[src/rtl/page_write_seq.sv]
module page_write_seq #(
  parameter int ADDR_W      = 13,
  parameter int PAGE_BYTES  = 32,
  parameter int BUSY_CYCLES = 40
) (
  input  logic              clk,
  input  logic              rst_n,
  input  logic              frame_start,
  input  logic [ADDR_W-1:0] start_addr,
  input  logic              byte_vld,
  input  logic [7:0]        byte_data,
  input  logic              frame_end,
  input  logic              aligned,
  input  logic              allow,
  output logic              arr_we,
  output logic [ADDR_W-1:0] arr_addr,
  output logic [7:0]        arr_data,
  output logic              busy,
  output logic              done
);
  localparam int OFS_W = $clog2(PAGE_BYTES);
  localparam int CNT_W = $clog2(BUSY_CYCLES + 1);

  typedef enum logic [1:0] {IDLE, FLUSH, WAIT} st_t;
  st_t st;

  logic [7:0]            page [PAGE_BYTES];
  logic [PAGE_BYTES-1:0] dirty;
  logic [ADDR_W-1:0]     base;
  logic [OFS_W-1:0]      ofs;
  logic [OFS_W-1:0]      scan;
  logic [CNT_W-1:0]      tmr;

  wire take    = byte_vld && st == IDLE;
  wire commit  = frame_end && st == IDLE && aligned && allow && (dirty != '0 || take);
  wire last_sc = scan == OFS_W'(PAGE_BYTES - 1);

  always_ff @(posedge clk or negedge rst_n) begin
    if (!rst_n) begin
      dirty <= '0;
      base  <= '0;
      ofs   <= '0;
    end else if (st == IDLE) begin
      if (frame_start) begin
        base  <= start_addr;
        ofs   <= start_addr[OFS_W-1:0];
        dirty <= '0;
      end else begin
        if (take) begin
          dirty[ofs] <= 1'b1;
          ofs        <= ofs + 1'b1;
        end
        if (frame_end && !commit) dirty <= '0;
      end
    end else if (st == FLUSH) begin
      dirty[scan] <= 1'b0;
    end
  end

  always_ff @(posedge clk)
    if (take && !frame_start) page[ofs] <= byte_data;

  always_ff @(posedge clk or negedge rst_n) begin
    if (!rst_n) begin
      st   <= IDLE;
      scan <= '0;
      tmr  <= '0;
      done <= 1'b0;
    end else begin
      done <= 1'b0;
      case (st)
        IDLE: if (commit && !frame_start) begin
          st   <= FLUSH;
          scan <= '0;
        end
        FLUSH: begin
          scan <= scan + 1'b1;
          if (last_sc) begin
            st  <= WAIT;
            tmr <= CNT_W'(BUSY_CYCLES);
          end
        end
        default: begin
          if (tmr <= CNT_W'(1)) begin
            st   <= IDLE;
            done <= 1'b1;
          end
          tmr <= tmr - 1'b1;
        end
      endcase
    end
  end

  assign busy     = st != IDLE;
  assign arr_we   = st == FLUSH && dirty[scan];
  assign arr_addr = {base[ADDR_W-1:OFS_W], scan};
  assign arr_data = page[scan];


  done_pulse_chk: assert property (@(posedge clk) disable iff (!rst_n)
    done |=> !done);

  done_after_busy_chk: assert property (@(posedge clk) disable iff (!rst_n)
    $fell(busy) |-> done);

  we_only_busy_chk: assert property (@(posedge clk) disable iff (!rst_n)
    arr_we |-> busy);

  no_commit_unaligned_chk: assert property (@(posedge clk) disable iff (!rst_n)
    (frame_end && !aligned && !busy) |=> !busy);

  base_stable_busy_chk: assert property (@(posedge clk) disable iff (!rst_n)
    (busy && $past(busy)) |-> $stable(base));
endmodule

[config.mk]
export PLATFORM = sky130hd
export DESIGN_NAME = page_write_seq
export DESIGN_NICKNAME = d
export VERILOG_FILES = /design/src/rtl/page_write_seq.sv
export SDC_FILE = /design/constraint.sdc
export NUM_CORES = 1
export LEC_CHECK = 0
export ABC_CLOCK_PERIOD_IN_PS = 4100
export BUFFER_PORTS_ARGS = -buffer_cell sky130_fd_sc_hd__buf_2
export CORE_UTILIZATION = 50
export CTS_BUF_LIST = sky130_fd_sc_hd__clkbuf_16
export CTS_CLUSTER_SIZE = 28
export DETAILED_ROUTE_END_ITERATION = 16
export PLACE_DENSITY = 0.78
export SYNTH_ARGS = -nofsm -noshare
export SYNTH_HDL_FRONTEND = slang
export SYNTH_SLANG_ARGS = --single-unit
[constraint.sdc]
create_clock -name clk -period 4.1 [get_ports clk]
set_clock_uncertainty 0.05 [all_clocks]
set_input_delay 1.23 -clock clk [delete_from_list [all_inputs] [get_ports clk]]
set_output_delay 1.23 -clock clk [all_outputs]
set_load 0.02 [all_outputs]
# --- Yosys cells after proc, flatten, opt, wreduce, memory -nomap -nowiden ---
# Memory sizes are Yosys's and may differ from the RTL's.
# Cells that the tools add are included.
classes:
  n_addsub: 3
  n_lt_le_gt_ge: 5
  eq_ne: 5
  mux: 25
  n_bitwise: 4
  n_reduce_logical: 27
ops:
  columns: ["operator", "count"]
  rows:
  - ["$mux 32", 5]
  - ["$and 32x32->32", 1]
  - ["$not 32->32", 1]
  - ["$or 32x32->32", 1]
  - ["$reduce_bool 32->1", 1]
  - ["$mux 5", 3]
  - ["$lt 5x6->1 const B", 2]
  - ["$pmux 6 s2", 1]
  - ["$logic_and 1x1->1", 11]
  - ["$add 5x1->5 const B", 2]
  - ["$demux 1 s5", 2]
  - ["$ge 5x1->1 const B", 2]
  - ["$pmux 5 s2", 1]
  - ["$reduce_and 2->1", 5]
  - ["$mux 1", 7]
  - ["$le 6x1->1 const B", 1]
  - ["$mux 2", 3]
  - ["$mux 6", 1]
  - ["$reduce_bool 2->1", 3]
  - ["$sub 6x1->6 const B", 1]
  - ["$bmux 1 s5", 1]
  - ["$eq 5x5->1 const B", 1]
  - ["$ne 4x3->1 const B", 1]
  - ["$pmux 2 s2", 1]
  - ["10 further kinds", 11]
totals:
  regBits: 64
  ramBits: 256
  input_bits: 28
  word_cells: 77
  memories: 1
mem_list:
  columns: ["name", "depth", "word_bits", "read_ports", "rd_clocked_by_memory_dff", "write_ports", "line_no", "text"]
  rows:
  - ["page", 32, 8, 1, 0, 1, "27", "logic [7:0] page [PAGE_BYTES];"]

# --- Longest topological paths before layout ---
# Gate-level depths: netlist of the first run.
logic_depth:
  word_depth: 10
  ltp_mapped: 8
  mapped_depth_nobuf: 7

# --- Worst setup path before layout of the first run ---
# No wires, ideal clock.
synth_path:
  kind: "register -> output"
  from: "register scan[0]"
  to: "output arr_data[0]"
  arrival_time_ps: 1878
  t_required_ps: 2820
  setup_slack_ps: 942
  stages_incl_launch_ff: 6
  n_path_buf: 2
  cell_sequence: "dfrtp_1 -> buf_6 -> buf_2 -> mux4_2 -> a22oi_1 -> nand4_1"
synth_via:
  elab_chain_len: 1
synth_lines:
  columns: ["element", "line_no", "text"]
  rows:
  - ["from (decl)", "31", "logic [OFS_W-1:0] scan;"]
  - ["from (signal assigned)", "77", "scan <= scan + 1'b1;"]
  - ["$mem_v2 32x8", null, null]
  - ["to (decl)", "17", "output logic [7:0] arr_data,"]
# Every way passes these cells.

# --- Worst setup path in the final report of the first run ---
layout_path:
  from: "register scan[1]"
  to: "output arr_data[0]"
# The elaborated chain is that of the path after synthesis.

==> metrics.yaml, run 1 <==
hold_path:
  holdCritPathClass: "register to register"
critical_path:
  worstSetupEndpointType: "output pin"
  critical_path_required_ps: 2820
  arrival_ps: 2720
  crit_fanout: 23
  start_kind: "register"
  path_class: "register to output pin"
die:
  die_x_um: 164
  core_area_sq_um: 25400
  die_y_um: 164
  io_pins: 52
  placementRows: 58
  die_area_sq_um: 26700
  start_util: 0.513
detailed_routing:
  vias: 7777
  drt_first_pass_iters: 5
  drt-total-wl_um: 30500
  drt_first_iter_violations: 1076
  drc: 0
  wl_per_cell_um: 24.9
  drtAntennaViolNets: 0
  routed_via_density: 6.35
sta:
  slew_viol_final: 0
  setup_violations: 0
  rsz0062_at_grt: "no"
  fmaxAchievable_mhz: 250
  min_period_ps: 4000
  finalHoldViolations: 0
  setup_tns_ps: 0
  worst_pin_slew_ps: 797
  whs_ps: 453
  finalCritPeriodShare: 0.976
  maxSlewHeadroom: 0.467
  fin_ws_ps: 99.6
pwr:
  p_leak_nw: 5.17
  powerDensity_nw_per_um2: 657
  ir_drop_mv: 0.328
outcome:
  outcome: "completed"
logic_synthesis:
  synth_area_per_cell_sq_um: 16.6
  synth_ff_type: "edfxtp_1"
  yosys_warnings: 0
  synth.area.top_cells: "edfxtp_1 (59%), dfrtp_1 (11%), mux4_2 (11%)"
  synth_top_area_share: 0.589
  ys_types: 52
  synth_nets: 825
  synth_cells: 786
  async_reset_ff_frac: 0.187
  synth.most_common_cell: "edfxtp_1"
  ys_top_cells_by_count: "edfxtp_1 (256), mux4_2 (65), o21ai_0 (60)"
  seq_area_frac_synth: 0.703
  syn-cell-area_sq_um: 13000
  synth-edff-count: 256
  yosysTopAreaCell: "edfxtp_1"
  synth-seq-cells: 315
cells_and_area:
  drive_gt1_frac: 0.266
  areaGrowthSynthToFinish_pct: 14.5
  antenna_cells: 0
  fill_cells: 1827
  fin_cells: 1225
  layout.nets: 910
clock_network:
  cts_tree: "built"
  clk_pin_slew_worst_paths_ps: 60
  clock-sinks: 315
  root_buffer: "clkbuf_16"
  cts-buffers-inserted: 30
  cts_buffer_depth: 3
  clock_latency_ps: 570
  htreeDepth: 1
  ctsHoldBuffers: 0
global_routing:
  grtUsageTotal: 0.238
  grt_max_degree: 37
  antenna_found_initial: 0
  grt_pass1_vias: 7708
  grt_first_pass_wirelength_um: 47000
  grt_overflow: 0
placed_design:
  place_hpwl_um: 19400
  placed_cells: 1160
  pre_cts_slack_ps: 497
  place.port_buffers: 51
  gp_congestion: 0.907
flow_run:
  max_cap_violations: 0
final cells by class:
type | instances | area, sq um | area share
Tap cell | 330 | 413 | 0.0277
Clock inverter | 26 | 282 | 0.0189
Inverter | 13 | 48.8 | 0.00327
Clock buffer | 30 | 751 | 0.0503
Multi-Input combinational cell | 411 | 3580 | 0.240
Timing Repair Buffer | 100 | 679 | 0.0455
Sequential cell | 315 | 9170 | 0.614
metal layers:
layer / track usage / wire length (um) / share of wire
met1: 0.335 / 12100 / 0.40
met2: 0.374 / 14800 / 0.49
met3: 0.0475 / 2770 / 0.091
met4: 0.0800 / 801 / 0.026
met5: 0 / 0 / 0
power by group:
part	internal (mW)	leakage (nW)	switching (mW)
sequential	3.66	3.07	0.303
clock	1.66	0.509	1.20
combinational	1.25	1.59	1.74
total	6.57	5.17	3.24
critical path: stages, from the launching register on:
cell	delay (ps)
dfrtp_4	650
buf_4	400
mux4_2	360
a22oi_1	320
nand4_1	210
buf_2	210
metrics by stage:
stage / utilization / total power [mW] / area, sq um
global placement: 0.543 / 6.81 / 13800
floorplan: - / 6.01 / 13000
detailed placement: 0.543 / 6.87 / 13800
CTS: 0.585 / 9.76 / 14900
finish: 0.588 / 9.81 / 14900
global route: 0.588 / 10.2 / 14900
cells by family after synthesis:
group	Yosys count	share of synthesized area
xor+xnor	6	0.00403
mux	89	0.133
fa+ha+maj	11	0.0106
simple gates	145	0.0541
buf+inv	60	0.0226
compound gates	160	0.0732
flops	315	0.703
state kept, by name (all words and copies together) (netlist names):
signal  cells
scan        5
dirty      32
done        1
tmr         6
base        8
ofs         5
page      256
st          2
cells in the final DEF, fill, tap and decap left out, drive strengths merged, types with 2 or more instances in the layout:
cell      netlist  final
or4             2      2
mux2i           8      8
a22oi          35     35
xor2            2      2
nand2b          2      2
dfrtp          59     59
nand3b          4      4
a31oi           3      3
nor2b           2      2
ha             11     11
a221oi          3      3
nand3          13     13
bufinv          0      5
a21oi          42     42
clkinv          0     17
inv            13     15
nor3            9      9
nor3b           2      2
clkbuf         18     30
nor4            9      9
o22ai           6      6
and3            3      3
nand2          26     26
nor2           60     60
nand4          11     11
edfxtp        256    256
clkinvlp        0      2
mux2           16     16
buf            29    100
mux4           65     65
xnor2           4      4
o21ai          62     62
o22a            2      2
path summary, 6_finish.rpt:
check | slack (ps) | end | depth (start not counted) | from
setup reg to reg | 1050 | page[25][1] | 5 | st[1]
setup / recovery | 100 | arr_data[0] | 5 | scan[1]
min in group asynchronous | 560 | base[6] | 1 | rst_n
hold reg to reg | 450 | base[10] | 1 | base[10]
max in group asynchronous | 2750 | scan[0] | 2 | rst_n
hold / removal | 450 | base[10] | 1 | base[10]
repair_timing:
action	CTS	global route
endpoints found under the setup margin	6	2
setup buffers	2	7
resized for setup	0	1
pin swaps	0	0
Note: power is estimated with default switching activity, not from simulation.
==> run 2, diff against run 1 <==
Settings changed: CORE_ASPECT_RATIO set to 1.1.
==> run 2 against run 1 <==
Net effect: clock power decreased by 2%; cell area up 0.56%; global-route usage rose by 0.060 points; largest cell class unchanged.
==> metrics.yaml, run 2 (synthesis gave the netlist of run 1 again) <==
outcome:
  outcome: "completed"
global_routing:
  grtUsageTotal: 0.239  # +0.000604
  grt_pass1_vias: 7710  # +0.026%
  grt_max_degree: 36  # -2.7%
  antenna_found_initial: 0  # unchanged
  grt_overflow: 0  # unchanged
  grt_first_pass_wirelength_um: 46700  # -0.62%
cells_and_area:
  top_regs: "page (256), dirty (32), base (8)"
  fin_util: 0.591  # +0.00292
  layout.nets: 920  # +1.1%
  layout_common_cells: "edfxtp_1 (256), mux4_2 (65), o21ai_0 (60), nor2_1 (57), dfrtp_1 (57)"
  layout_commonest_cell: "edfxtp_1"
  largest_register: "page"
  areaGrowthSynthToFinish_pct: 15.1
  drive_gt1_frac: 0.272  # +0.00560
  final_cell_area_sq_um: 15000  # +0.56%
  fin_cells: 1252  # +2.2%
  largest_register_ffs: 256  # unchanged
  fill_cells: 1861  # +1.9%
  multiInputGateArea_sq_um: 3590  # +0.14%
  seqCellArea_sq_um: 9170  # about the same
  antenna_cells: 0  # unchanged
critical_path:
  worstSetupEndpointType: "output pin"
  crit_fanout: 14  # -39%
  path_class: "register to output pin"
  reg2reg_from: "st[0]"
  reg2reg_slack_ps: 1360  # +310 ps
  r2r_end: "page[16][7]"
  critical_path_required_ps: 2820  # about the same
  start_kind: "register"
  r2r_cells: 5  # unchanged
  arrival_ps: 2820  # +100 ps
clock_network:
  cts_tree: "built"
  cts-buffers-inserted: 31  # +3.3%
  clk_pin_slew_worst_paths_ps: 70  # about the same
  root_buffer: "clkbuf_16"
  cts_buffer_depth: 3  # unchanged
  clock_latency_ps: 570  # about the same
  clock-sinks: 315  # unchanged
  htreeDepth: 1  # unchanged
  ctsHoldBuffers: 0  # unchanged
sta:
  fmaxAchievable_mhz: 244  # -2.4%
  setup_tns_ps: 0  # unchanged
  finalCritPeriodShare: 0.999  # +0.0238
  whs_ps: 453  # -0.251 ps
  worst_pin_slew_ps: 768  # -28.7 ps
  finalHoldViolations: 0  # unchanged
  setup_violations: 0  # unchanged
  fin_ws_ps: 2.22  # -97.4 ps
  slew_viol_final: 0  # unchanged
  maxSlewHeadroom: 0.486  # +0.0192
  rsz0062_at_grt: "no"
  min_period_ps: 4100  # +97.4 ps
flow_run:
  max_cap_violations: 0  # unchanged
hold_path:
  hold_start: "base[6]"
  hold_end: "base[6]"
  holdCritPathClass: "register to register"
  holdPathStages: 1  # unchanged
detailed_routing:
  drc: 0  # unchanged
  drtAntennaViolNets: 0  # unchanged
  vias: 7808  # +0.40%
  routed_via_density: 6.24  # -1.8%
  drt-total-wl_um: 30600  # +0.39%
  wl_per_cell_um: 24.4  # -1.8%
  drt_first_iter_violations: 769  # -29%
  drt_first_pass_iters: 5  # unchanged
die:
  die_y_um: 171  # +4.8%
  die_area_sq_um: 26700  # about the same
  placementRows: 61  # +5.2%
  io_pins: 52  # unchanged
  die_x_um: 156  # -4.6%
  start_util: 0.513  # about the same
  core_area_sq_um: 25400  # about the same
placed_design:
  placed_cells: 1190  # +2.6%
  gp_congestion: 0.890  # -1.8%
  place_hpwl_um: 19700  # +2.0%
  place.port_buffers: 51  # unchanged
  placed_area_sq_um: 14000  # +1.2%
  pre_cts_slack_ps: 540  # +43.0 ps
pwr:
  finalPower_mw: 9.85  # +0.40%
  powerDensity_nw_per_um2: 656  # -0.16%
  p_switching_mw: 3.28  # +1.4%
  p_leak_nw: 5.23  # +1.2%
  p_comb_frac: 0.317  # +0.012
  p_sw_frac: 0.334  # +0.00318
  seqPwrFrac: 0.399  # -0.005
  ir_drop_mv: 0.438  # +34%
  cell_internal_pwr_mw: 6.56  # about the same
  clockPowerShare: 0.284  # -0.007
==> run 2: cell count changes in the layout (fill, tap and decap cells not counted), sizes merged <==
cell      before  now
clkinv        17    9
buf          100  109
clkbuf        30   31
inv           15   23
bufinv         5    4
clkinvlp       2    4
==> run 2: worst max path at each step <==
stage            start           to  slack [ps]  depth (start not counted)
2_1_floorplan  scan[0]  arr_data[0]         940                          5
3_3_place_gp   scan[0]  arr_data[3]         580                          5
3_5_place_dp   scan[0]  arr_data[1]         540                          6
4_1_cts        scan[2]  arr_data[5]         120                          5
5_1_grt        scan[2]       arr_we           7                          6
6_report       scan[2]  arr_data[3]           2                          5
==> run 2: worst max-delay path: stages (launching register included) <==
cell	delay, ps
dfrtp_1	580
inv_1	160
and3_1	470
a22oi_1	470
nand4_1	310
buf_2	250
==> run 2: final cells by class <==
type / instances / area share
Clock buffer: 31 / 0.0517
Clock inverter: 27 / 0.0154
Inverter: 13 / 0.00325
Multi-Input combinational cell: 411 / 0.239
Sequential cell: 315 / 0.611
Tap cell: 346 / 0.0288
Timing Repair Buffer: 109 / 0.0510
==> run 2: power by group through the flow <==
stage	Sequential [mW]	Combinational [mW]	Clock, mW
global placement	4.01	2.95	0
floorplan	3.90	2.11	0
finish	3.93	3.12	2.80
global route	3.96	3.34	2.96
detailed placement	4.02	3.01	0
CTS	3.92	3.11	2.83
==> run 2: timing repair <==
| action | in CTS | in global routing |
|---|---|---|
| gates resized for setup | 0 | 1 |
| endpoints found under the hold margin | 0 | 0 |
| setup buffers | 4 | 0 |
| setup endpoints to repair | 3 | 1 |
| cloned | 0 | 0 |
==> run 2: routing by layer <==
metal  wire length [um]  track usage  vias up
li1                   -            -     3307
met1              11700        0.322     4011
met2              15300        0.399      431
met3               2900       0.0456       59
met4                686       0.0644        0
met5                  0            0        -
==> run 3, diff against run 2 <==
Settings changed: CORE_UTILIZATION 50 to 60, PLACE_DENSITY 0.78 to 0.89, TNS_END_PERCENT set to 30.
==> run 3 against run 2 <==
Net effect: core utilization rose by 8.8 points; clock-buffer cell count fell by 2; worst hold slack got worse by 2.6 ps; die area fell by 16%; cell count fell by 8.1%; critical path depth did not move; sequential cell count did not move; fmax rose by 0.55%; via count fell by 0.85%; global-route usage rose by 4.9 points.
==> metrics.yaml, run 3 (synthesis gave the netlist of run 1 again) <==
die:
  die_area_sq_um: 22300  # -16%
  placementRows: 56  # -8.2%
  core_area_sq_um: 21300  # -16%
  die_x_um: 143  # -8.6%
  start_util: 0.612  # +0.0991
  io_pins: 52  # unchanged
  die_y_um: 157  # -8.6%
clock_network:
  cts-buffers-inserted: 29  # -6.5%
  clock_latency_ps: 570  # about the same
  ctsHoldBuffers: 0  # unchanged
  root_buffer: "clkbuf_16"
  cts_buffer_depth: 3  # unchanged
  clock-sinks: 315  # unchanged
  cts_tree: "built"
  htreeDepth: 1  # unchanged
  clk_pin_slew_worst_paths_ps: 60  # about the same
placed_design:
  place_hpwl_um: 18700  # -5.2%
  gp_congestion: 0.910  # +2.2%
  place.port_buffers: 51  # unchanged
cells_and_area:
  fill_cells: 1381  # -26%
  antenna_cells: 0  # unchanged
  top_regs: "page (256), dirty (32), base (8)"
  layout_commonest_cell: "edfxtp_1"
  seqCellArea_sq_um: 9170  # unchanged
  layout.nets: 881  # -4.2%
  drive_gt1_frac: 0.233  # -0.0381
  areaGrowthSynthToFinish_pct: 10.9
  largest_register: "page"
  layout_common_cells: "edfxtp_1 (256), mux4_2 (65), o21ai_0 (60), nor2_1 (57), dfrtp_1 (57)"
  largest_register_ffs: 256  # unchanged
  multiInputGateArea_sq_um: 3580  # -0.10%
detailed_routing:
  drt-total-wl_um: 30500  # -0.24%
  drt_first_pass_iters: 5  # unchanged
  drtAntennaViolNets: 0  # unchanged
  vias: 7742  # -0.85%
  wl_per_cell_um: 26.5  # +8.5%
  drc: 0  # unchanged
  drt_first_iter_violations: 870  # +13%
  routed_via_density: 6.73  # +7.9%
sta:
  min_period_ps: 4080  # -22.6 ps
  whs_ps: 450  # -2.58 ps
  setup_violations: 0  # unchanged
  finalHoldViolations: 0  # unchanged
  finalCritPeriodShare: 0.994  # -0.00551
  fmaxAchievable_mhz: 245  # +0.55%
  maxSlewHeadroom: 0.348  # -0.138
  rsz0062_at_grt: "no"
  setup_tns_ps: 0  # unchanged
  worst_pin_slew_ps: 978  # +210 ps
  slew_viol_final: 0  # unchanged
hold_path:
  holdCritPathClass: "register to register"
critical_path:
  crit_fanout: 24  # +10
  start_kind: "register"
  slowest_delay_ps: 630  # +50 ps
  crit_chain: "buf_12 > mux4_2 > a22oi_1 > nand4_1 > buf_2"
  path_class: "register to output pin"
  reg2reg_slack_ps: 920  # -440 ps
  cpMaxStageDelayCell: "dfrtp_4"
  worstSetupEndpointType: "output pin"
  critical_path_required_ps: 2820  # about the same
  crit_buf_inv: 2  # unchanged
  arrival_ps: 2800  # -20 ps
  path_delay_family: "flip-flops"
pwr:
  ir_drop_mv: 0.581  # +33%
  p_leak_nw: 4.95  # -5.3%
  powerDensity_nw_per_um2: 645  # -1.6%
flow_run:
  max_cap_violations: 0  # unchanged
global_routing:
  antenna_found_initial: 0  # unchanged
  grtUsageTotal: 0.288  # +0.0489
  grt_first_pass_wirelength_um: 46200  # -1.1%
  grt_overflow: 0  # unchanged
  grt_pass1_vias: 7856  # +1.9%
  grt_max_degree: 50  # +39%
outcome:
  outcome: "completed"
==> run 3: cell count changes in the layout (fill, tap and decap cells not counted), sizes merged <==
cell / before / now
clkbuf: 31 / 29
buf: 109 / 72
bufinv: 4 / 0
clkinvlp: 4 / 1
inv: 23 / 25
clkinv: 9 / 8
==> run 3: through the flow <==
step / setup WS [ps] / instances / instance area, sq um / total power [mW] / utilization
final: 24.8 / 1151 / 14500 / 9.33 / 0.679
after global routing: 6.33 / 1151 / 14500 / 9.66 / 0.679
after CTS: 53.5 / 1151 / 14500 / 9.31 / 0.679
after detailed placement: 551 / 1100 / 13600 / 6.88 / 0.639
after global placement: 537 / 1100 / 13600 / 6.80 / 0.639
after floorplan: 942 / 786 / 13000 / 6.01 / -
==> run 3: report_power, final <==
part           switching (mW)  internal, mW
combinational            1.77          1.19
sequential              0.298          3.66
clock                    1.13          1.28
==> run 3: what timing repair did <==
action	CTS	global route
buffers inserted	1	0
setup endpoints to repair	8	3
gates resized for setup	0	2
==> run 3: worst reg2reg max path, delay by kind of cell, from the launching register on <==
kind | cells | cell delay, ps
DFF | 1 | 560
and+or+nand+nor | 4 | 1960
buffers and inverters | 1 | 220
==> run 3: cell type report <==
cell class                      instances  share of cell area
Inverter                               13             0.00337
Multi-Input combinational cell        411               0.248
Sequential cell                       315               0.634
Tap cell                              290              0.0251
Clock inverter                         21             0.00744
Timing Repair Buffer                   72              0.0319
Clock buffer                           29              0.0502
==> run 3: layer usage <==
metal  track usage  part of all wire  wire length, um
met1         0.373              0.35            10800
met2         0.493              0.51            15600
met3        0.0462              0.10             3120
met4         0.107             0.033             1010
met5             0                 0                0
==> run 3: worst paths after layout <==
| check | startpoint | to | cells after the start |
|---|---|---|---|
| setup / recovery | scan[0] | arr_data[1] | 5 |
| min in group asynchronous | rst_n | scan[1] | 1 |
| hold / removal | base[10] | base[10] | 1 |
| setup reg to reg | st[0] | page[22][4] | 5 |
| max in group asynchronous | rst_n | scan[0] | 1 |
| hold reg to reg | base[10] | base[10] | 1 |
